[config.mk]
export PLATFORM = sky130hd
export DESIGN_NAME = spi_regif_slave
export DESIGN_NICKNAME = d
export VERILOG_FILES = /design/src/rtl/spi_regif_pkg.sv /design/src/rtl/spi_sync_edge.sv /design/src/rtl/spi_rx_path.sv /design/src/rtl/spi_tx_path.sv /design/src/rtl/spi_regif_slave.sv
export SDC_FILE = /design/constraint.sdc
export NUM_CORES = 1
export LEC_CHECK = 0
export BUFFER_PORTS_ARGS = -buffer_cell sky130_fd_sc_hd__buf_2
export CAP_MARGIN = 20
export CORE_MARGIN = 2
export CORE_UTILIZATION = 40
export CTS_BUF_LIST = sky130_fd_sc_hd__clkbuf_16
export CTS_CLUSTER_SIZE = 30
export DETAILED_ROUTE_END_ITERATION = 6
export MAX_ROUTING_LAYER = met4
export PLACE_DENSITY = 0.67
export SYNTH_ARGS = -nofsm -noshare
export SYNTH_HDL_FRONTEND = slang
export SYNTH_SLANG_ARGS = --single-unit
[constraint.sdc]
create_clock -name clk -period 2.6 [get_ports clk]
set_input_delay 0.26 -clock clk [delete_from_list [all_inputs] [get_ports clk]]
set_output_delay 0.26 -clock clk [all_outputs]
set_load 0.02 [all_outputs]
[src/rtl/spi_regif_pkg.sv]
package spi_regif_pkg;

    typedef enum logic [1:0] {
        ST_IDLE,
        ST_ACTIVE,
        ST_FINISH
    } frame_state_e;

endpackage

[src/rtl/spi_sync_edge.sv]
module spi_sync_edge #(
    parameter int   STAGES  = 2,
    parameter logic RST_VAL = 1'b0
) (
    input  logic clk,
    input  logic rst_n,
    input  logic din,
    output logic level,
    output logic rise,
    output logic fall
);

    logic [STAGES:0] chain_q;

    always_ff @(posedge clk or negedge rst_n) begin
        if (!rst_n) chain_q <= {(STAGES+1){RST_VAL}};
        else        chain_q <= {chain_q[STAGES-1:0], din};
    end

    assign level = chain_q[STAGES-1];
    assign rise  =  chain_q[STAGES-1] & ~chain_q[STAGES];
    assign fall  = ~chain_q[STAGES-1] &  chain_q[STAGES];

endmodule

[src/rtl/spi_rx_path.sv]
module spi_rx_path #(
    parameter int ADDR_W = 5,
    parameter int DATA_W = 8
) (
    input  logic              clk,
    input  logic              rst_n,
    input  logic              load,
    input  logic              fall_en,
    input  logic              mosi_bit,
    output logic [$clog2(ADDR_W+DATA_W+5)-1:0] edge_cnt,
    output logic [ADDR_W-1:0] cur_addr,
    output logic              cap_strobe,
    output logic              f_rw,
    output logic [ADDR_W-1:0] f_addr,
    output logic              f_par,
    output logic [DATA_W-1:0] f_data
);

    localparam int FRAME_W = ADDR_W + DATA_W + 3;
    localparam int CNT_W   = $clog2(FRAME_W + 2);
    localparam int SAT     = FRAME_W + 1;
    localparam int PAR_IDX = ADDR_W + 1;

    logic [FRAME_W-1:0] shreg_q;
    logic [CNT_W-1:0]   cnt_q;

    always_ff @(posedge clk or negedge rst_n) begin
        if (!rst_n) begin
            shreg_q <= '0;
            cnt_q   <= '0;
        end else if (load) begin
            shreg_q <= '0;
            cnt_q   <= '0;
        end else if (fall_en) begin
            shreg_q <= {shreg_q[FRAME_W-2:0], mosi_bit};
            if (cnt_q != CNT_W'(SAT)) cnt_q <= cnt_q + 1'b1;
        end
    end

    assign edge_cnt   = cnt_q;
    assign cur_addr   = shreg_q[ADDR_W-1:0];
    assign cap_strobe = fall_en && (cnt_q == CNT_W'(PAR_IDX));
    assign f_rw       = shreg_q[FRAME_W-1];
    assign f_addr     = shreg_q[FRAME_W-2 -: ADDR_W];
    assign f_par      = shreg_q[DATA_W+1];
    assign f_data     = shreg_q[DATA_W-1:0];

    a_r8_count_saturates: assert property (@(posedge clk) disable iff (!rst_n)
        cnt_q <= CNT_W'(SAT));

endmodule

[src/rtl/spi_tx_path.sv]
module spi_tx_path #(
    parameter int DATA_W = 8
) (
    input  logic              clk,
    input  logic              rst_n,
    input  logic              load,
    input  logic              rise_en,
    input  logic [DATA_W-1:0] status_in,
    input  logic              cap_en,
    input  logic [DATA_W-1:0] cap_data,
    output logic              miso
);

    localparam int RCNT_W = $clog2(2*DATA_W + 1);
    localparam int LAST   = 2*DATA_W;

    logic [DATA_W-1:0] stat_q;
    logic [DATA_W-1:0] reg_q;
    logic [RCNT_W-1:0] rcnt_q;
    logic              miso_q;

    always_ff @(posedge clk or negedge rst_n) begin
        if (!rst_n) begin
            stat_q <= '0;
            reg_q  <= '0;
            rcnt_q <= '0;
            miso_q <= 1'b0;
        end else if (load) begin
            stat_q <= status_in;
            reg_q  <= '0;
            rcnt_q <= '0;
            miso_q <= 1'b0;
        end else begin
            if (cap_en) reg_q <= cap_data;
            if (rise_en) begin
                if (rcnt_q < RCNT_W'(DATA_W)) begin
                    miso_q <= stat_q[DATA_W-1];
                    stat_q <= {stat_q[DATA_W-2:0], 1'b0};
                end else begin
                    miso_q <= reg_q[DATA_W-1];
                    reg_q  <= {reg_q[DATA_W-2:0], 1'b0};
                end
                if (rcnt_q != RCNT_W'(LAST)) rcnt_q <= rcnt_q + 1'b1;
            end
        end
    end

    assign miso = miso_q;

    a_r2_miso_moves_on_rise: assert property (@(posedge clk) disable iff (!rst_n)
        !$stable(miso_q) |-> $past(rise_en || load));

endmodule

[src/rtl/spi_regif_slave.sv]
module spi_regif_slave
    import spi_regif_pkg::*;
#(
    parameter int ADDR_W      = 5,
    parameter int DATA_W      = 8,
    parameter int NUM_REGS    = 24,
    parameter int SYNC_STAGES = 2
) (
    input  logic              clk,
    input  logic              rst_n,
    input  logic              ss_n,
    input  logic              sck,
    input  logic              mosi,
    output logic              miso,
    output logic              miso_oe,
    input  logic [DATA_W-1:0] status_in,
    output logic [ADDR_W-1:0] rd_addr,
    input  logic [DATA_W-1:0] rd_data,
    output logic              wr_en,
    output logic [ADDR_W-1:0] wr_addr,
    output logic [DATA_W-1:0] wr_data,
    output logic              parity_err,
    output logic              length_err
);

    localparam int FRAME_W = ADDR_W + DATA_W + 3;
    localparam int CNT_W   = $clog2(FRAME_W + 2);

    logic ss_lvl, ss_rise, ss_fall;
    logic sck_lvl, sck_rise, sck_fall;
    logic mosi_lvl, mosi_rise_nc, mosi_fall_nc;

    spi_sync_edge #(.STAGES(SYNC_STAGES), .RST_VAL(1'b1)) u_sync_ss (
        .clk(clk), .rst_n(rst_n), .din(ss_n),
        .level(ss_lvl), .rise(ss_rise), .fall(ss_fall));
    spi_sync_edge #(.STAGES(SYNC_STAGES), .RST_VAL(1'b0)) u_sync_sck (
        .clk(clk), .rst_n(rst_n), .din(sck),
        .level(sck_lvl), .rise(sck_rise), .fall(sck_fall));
    spi_sync_edge #(.STAGES(SYNC_STAGES), .RST_VAL(1'b0)) u_sync_mosi (
        .clk(clk), .rst_n(rst_n), .din(mosi),
        .level(mosi_lvl), .rise(mosi_rise_nc), .fall(mosi_fall_nc));

    frame_state_e state_q, state_d;

    logic              load, rise_en, fall_en, cap_strobe;
    logic [CNT_W-1:0]  edge_cnt;
    logic [ADDR_W-1:0] cur_addr, f_addr;
    logic              f_rw, f_par;
    logic [DATA_W-1:0] f_data, cap_data;
    logic              frame_ok, par_ok, mapped;

    always_ff @(posedge clk or negedge rst_n) begin
        if (!rst_n) state_q <= ST_IDLE;
        else        state_q <= state_d;
    end

    always_comb begin
        state_d = state_q;
        unique case (state_q)
            ST_IDLE:   if (ss_fall) state_d = ST_ACTIVE;
            ST_ACTIVE: if (ss_rise) state_d = ST_FINISH;
            ST_FINISH: state_d = ss_fall ? ST_ACTIVE : ST_IDLE;
            default:   state_d = ST_IDLE;
        endcase
    end

    assign load     = ss_fall && (state_q != ST_ACTIVE);
    assign rise_en  = sck_rise && (state_q == ST_ACTIVE);
    assign fall_en  = sck_fall && (state_q == ST_ACTIVE);
    assign rd_addr  = cur_addr;
    assign cap_data = (int'(cur_addr) < NUM_REGS) ? rd_data : '0;

    spi_rx_path #(.ADDR_W(ADDR_W), .DATA_W(DATA_W)) u_rx (
        .clk(clk), .rst_n(rst_n), .load(load), .fall_en(fall_en),
        .mosi_bit(mosi_lvl), .edge_cnt(edge_cnt), .cur_addr(cur_addr),
        .cap_strobe(cap_strobe), .f_rw(f_rw), .f_addr(f_addr),
        .f_par(f_par), .f_data(f_data));

    spi_tx_path #(.DATA_W(DATA_W)) u_tx (
        .clk(clk), .rst_n(rst_n), .load(load), .rise_en(rise_en),
        .status_in(status_in), .cap_en(cap_strobe), .cap_data(cap_data),
        .miso(miso));

    assign frame_ok = (edge_cnt == CNT_W'(FRAME_W));
    assign par_ok   = ~^{f_rw, f_addr, f_par};
    assign mapped   = int'(f_addr) < NUM_REGS;

    always_comb begin
        miso_oe    = 1'b0;
        wr_en      = 1'b0;
        parity_err = 1'b0;
        length_err = 1'b0;
        unique case (state_q)
            ST_IDLE:   ;
            ST_ACTIVE: miso_oe = 1'b1;
            ST_FINISH: begin
                wr_en      = frame_ok && !f_rw && par_ok && mapped;
                parity_err = frame_ok && !f_rw && !par_ok;
                length_err = !frame_ok;
            end
            default: ;
        endcase
    end

    assign wr_addr = f_addr;
    assign wr_data = f_data;

    a_r1_oe_needs_select: assert property (@(posedge clk) disable iff (!rst_n)
        miso_oe |-> !$past(ss_lvl));
    a_r6_write_follows_release: assert property (@(posedge clk) disable iff (!rst_n)
        wr_en |-> $past(ss_rise));
    a_r8_length_follows_release: assert property (@(posedge clk) disable iff (!rst_n)
        length_err |-> $past(ss_rise));
    a_r7_error_excludes_write: assert property (@(posedge clk) disable iff (!rst_n)
        parity_err |-> (!wr_en && !length_err));
    a_r6_single_cycle_write: assert property (@(posedge clk) disable iff (!rst_n)
        wr_en |=> !wr_en);

endmodule

==> flow_metrics.py <==
metrics = {
    "run_status": {
        "outcome": "finished, final reports clean",
    },
    "finish": {
        "nNetsFinal": 310,
        "drive_gt1_share_pct": 26.5,
        "area_growth_pct": 12.2,
        "antennaDiodeCount": 0,
    },
    "floorplan": {
        "die-area_um2": 7410,
        "io_pins": 44,
        "initial_core_util_pct": 41.9,
        "row_count": 29,
        "fp.dieH_um": 86.1,
        "core_um2": 6420,
        "die_w_um": 86.1,
    },
    "sta": {
        "slew_headroom_pct": 55.0,
        "tns_ns": 0,
        "period_needed_ns": 2.12,
        "fmax_mhz": 471,
        "fin_crit_sh_pct": 81.6,
        "hold_viol_final": 0,
        "tightest_slew_ns": 0.675,
        "clock_skew_ns": 0.00695,
        "final_max_slew_viol_count": 0,
        "finalSetupViolCount": 0,
        "grt_setup_unrepaired": "false",
    },
    "setup_path": {
        "setup.worst_path.start_class": "register",
        "cp_max_fo": 4,
        "cp_num_buf_inv": 1,
        "worstPathRequired_ns": 2.34,
        "cp.arrival_ns": 1.86,
        "r2r-start": "u_rx.edge_cnt[0]",
        "r2r_end": "u_tx.reg_q[0]",
        "worstSetupEndpointType": "primary output",
        "cpPeakStageDelay_ns": 0.41,
        "crit_family": "XOR/XNOR gates",
        "crit_chain": "ha_1 -> xnor2_1 -> xnor3_1 -> nor3b_1 -> buf_2",
        "critical_path_class": "register to primary output",
        "r2r_slack_ns": 0.80,
        "reg2regPathDepth": 6,
        "critical_path.slowest_cell": "dfrtp_1",
    },
    "clock_tree": {
        "cts_tree": "yes",
        "cts_setup_buffers": 0,
        "htree_levels": 2,
        "clk_latency_ns": 0.29,
        "post_cts_resized": 0,
        "cts.path.max_buffers": 2,
        "clk_pin_slew_ns": 0.07,
        "clockRootBuffer": "clkbuf_16",
        "cts_inserted_buffers": 5,
        "cts_hold_buf": 0,
        "clock_sinks": 53,
    },
    "global_routing": {
        "antenna_found_initial": 0,
        "track_usage_pct": 16.9,
        "grt_pass1_wl_um": 9790,
        "grt.overflow.total": 0,
        "grt_pass1_vias": 2108,
        "grt_max_degree": 54,
    },
    "yosys": {
        "synth_top_area_share_pct": 46.4,
        "syn-num-nets": 286,
        "netlist_area_um2": 2690,
        "syn_inst": 258,
        "seq_area_frac_synth_pct": 49.4,
        "synth-simple-area-share_pct": 17.8,
        "yosys_register_bits": 53,
        "synth.largest_area_cell": "dfrtp_1",
        "synth_commonest_cells": "50 x dfrtp_1, 20 x o21ai_0, 19 x buf_4",
        "synth_top_family_by_area": "simple AND/OR/NAND/NOR gates",
        "ys.flop_type": "dfrtp_1",
        "synth_xor_area_share_pct": 1.81,
        "yosysMostFrequentCell": "dfrtp_1",
        "synth_edf_count": 0,
        "syn_area_per_cell_um2": 10.4,
        "synth_compound_area_share_pct": 17.7,
        "muxShareOfSynthArea_pct": 0.743,
        "synthAdderAreaFrac_pct": 3.25,
        "synthTopCellsByArea": "dfrtp_1 46%, buf_4 5.3%, o21ai_0 3.7%",
        "ys_types": 45,
        "synth-warning-count": 0,
        "synth-async-reset-ratio_pct": 100,
    },
    "placement": {
        "gp_congestion": 0.816,
        "dp_hpwl_um": 3790,
        "portBuffers": 43,
    },
    "routing": {
        "firstDrtPassIters": 4,
        "drc": 0,
        "wl_per_cell_um": 15.8,
        "wl_um": 5670,
        "via_count": 2091,
        "vias_per_cell": 5.81,
        "drt-initial-drc-count": 170,
        "ant_nets": 0,
    },
    "hold_path": {
        "hold_path.class": "input port to register",
        "worstHoldPathCells": 1,
        "min_from": "ss_n",
        "hold_end": "u_sync_ss.chain_q[0]",
    },
    "power": {
        "p_leak_nw": 1.36,
        "ir_drop_mv": 0.355,
        "power_mw": 2.09,
        "powerDensity_nw_per_um2": 690,
    },
    "run": {
        "maxCapViolCount": 0,
    },
}
## how the worst max path moves through the flow
stage / to / slack (ns) / from / cells past startpoint
final: wr_en / 0.48 / u_rx.shreg_q[13] / 5
after global routing: wr_en / 0.35 / u_rx.shreg_q[13] / 5
after CTS: wr_en / 0.46 / u_rx.shreg_q[13] / 5
after detailed placement: wr_en / 0.78 / u_rx.shreg_q[13] / 5
after global placement: wr_en / 0.82 / u_rx.shreg_q[13] / 5
after floorplan: wr_en / 0.69 / u_rx.shreg_q[13] / 4
## per-stage QoR
| step | area (µm²) | setup slack, ns | instances | utilization (%) | hold slack, ns |
|---|---|---|---|---|---|
| 4_1_cts | 3020 | 0.458 | 360 | 47.1 | 0.0648 |
| 5_1_grt | 3020 | 0.346 | 360 | 47.1 | 0.0647 |
| 6_report | 3020 | 0.477 | 360 | 47.1 | 0.0673 |
| 2_1_floorplan | 2690 | 0.688 | 258 | - | -0.0356 |
| 3_5_place_dp | 2850 | 0.784 | 352 | 44.4 | 0.336 |
| 3_3_place_gp | 2850 | 0.815 | 352 | 44.4 | 0.332 |
## report_power, final
part | switching [mW] | total, mW | internal [mW]
clock | 0.301 | 0.757 | 0.456
sequential | 0.0660 | 0.980 | 0.914
combinational | 0.207 | 0.349 | 0.142
total | 0.574 | 2.09 | 1.51
## flip-flops by register name, summed over array words and instances (netlist names)
signal,cells
u_rx.shreg_q,16
u_tx.reg_q,8
u_tx.stat_q,8
u_rx.edge_cnt,5
u_tx.rcnt_q,5
u_sync_sck.chain_q,3
u_sync_ss.chain_q,3
state_q,2
u_sync_mosi.chain_q,2
u_tx.miso,1
## layout make-up
type / count / area (µm²)
clock inverter: 3 / 46.3
fill: 615 / 3400
sequential: 53 / 1330
timing repair buffer: 50 / 268
tap: 77 / 96.3
clock buffer: 5 / 125
multi-input combinational: 161 / 1110
inverter: 11 / 42.5
## metal layers
layer	up-vias	global-route usage, %	share of wire [%]
met3	5	2.69	4.1
li1	984	-	-
met2	49	27.8	48
met4	0	4.76	0.99
met5	-	-	0
met1	1053	21.6	47
## layout by cell type (no fill, tap or decap), types with 8 or more instances in the layout
master | netlist | final
dfrtp_1 | 50 | 50
nand3_1 | 9 | 9
nor3_1 | 10 | 10
a21oi_1 | 14 | 14
nand4_1 | 13 | 13
nand2_1 | 15 | 15
a22o_1 | 10 | 10
o21ai_0 | 20 | 20
inv_1 | 10 | 10
buf_2 | 9 | 43
a311oi_1 | 8 | 8
## kinds of logic after synthesis
group | after synthesis
flip-flops | 53
multiplexers | 2
AO/OA/AOI/OAI | 70
XOR/XNOR | 4
AND/OR/NAND/NOR | 78
adder cells (fa/ha/maj) | 7
buffers and inverters | 44
(Power assumes the default switching activity.)
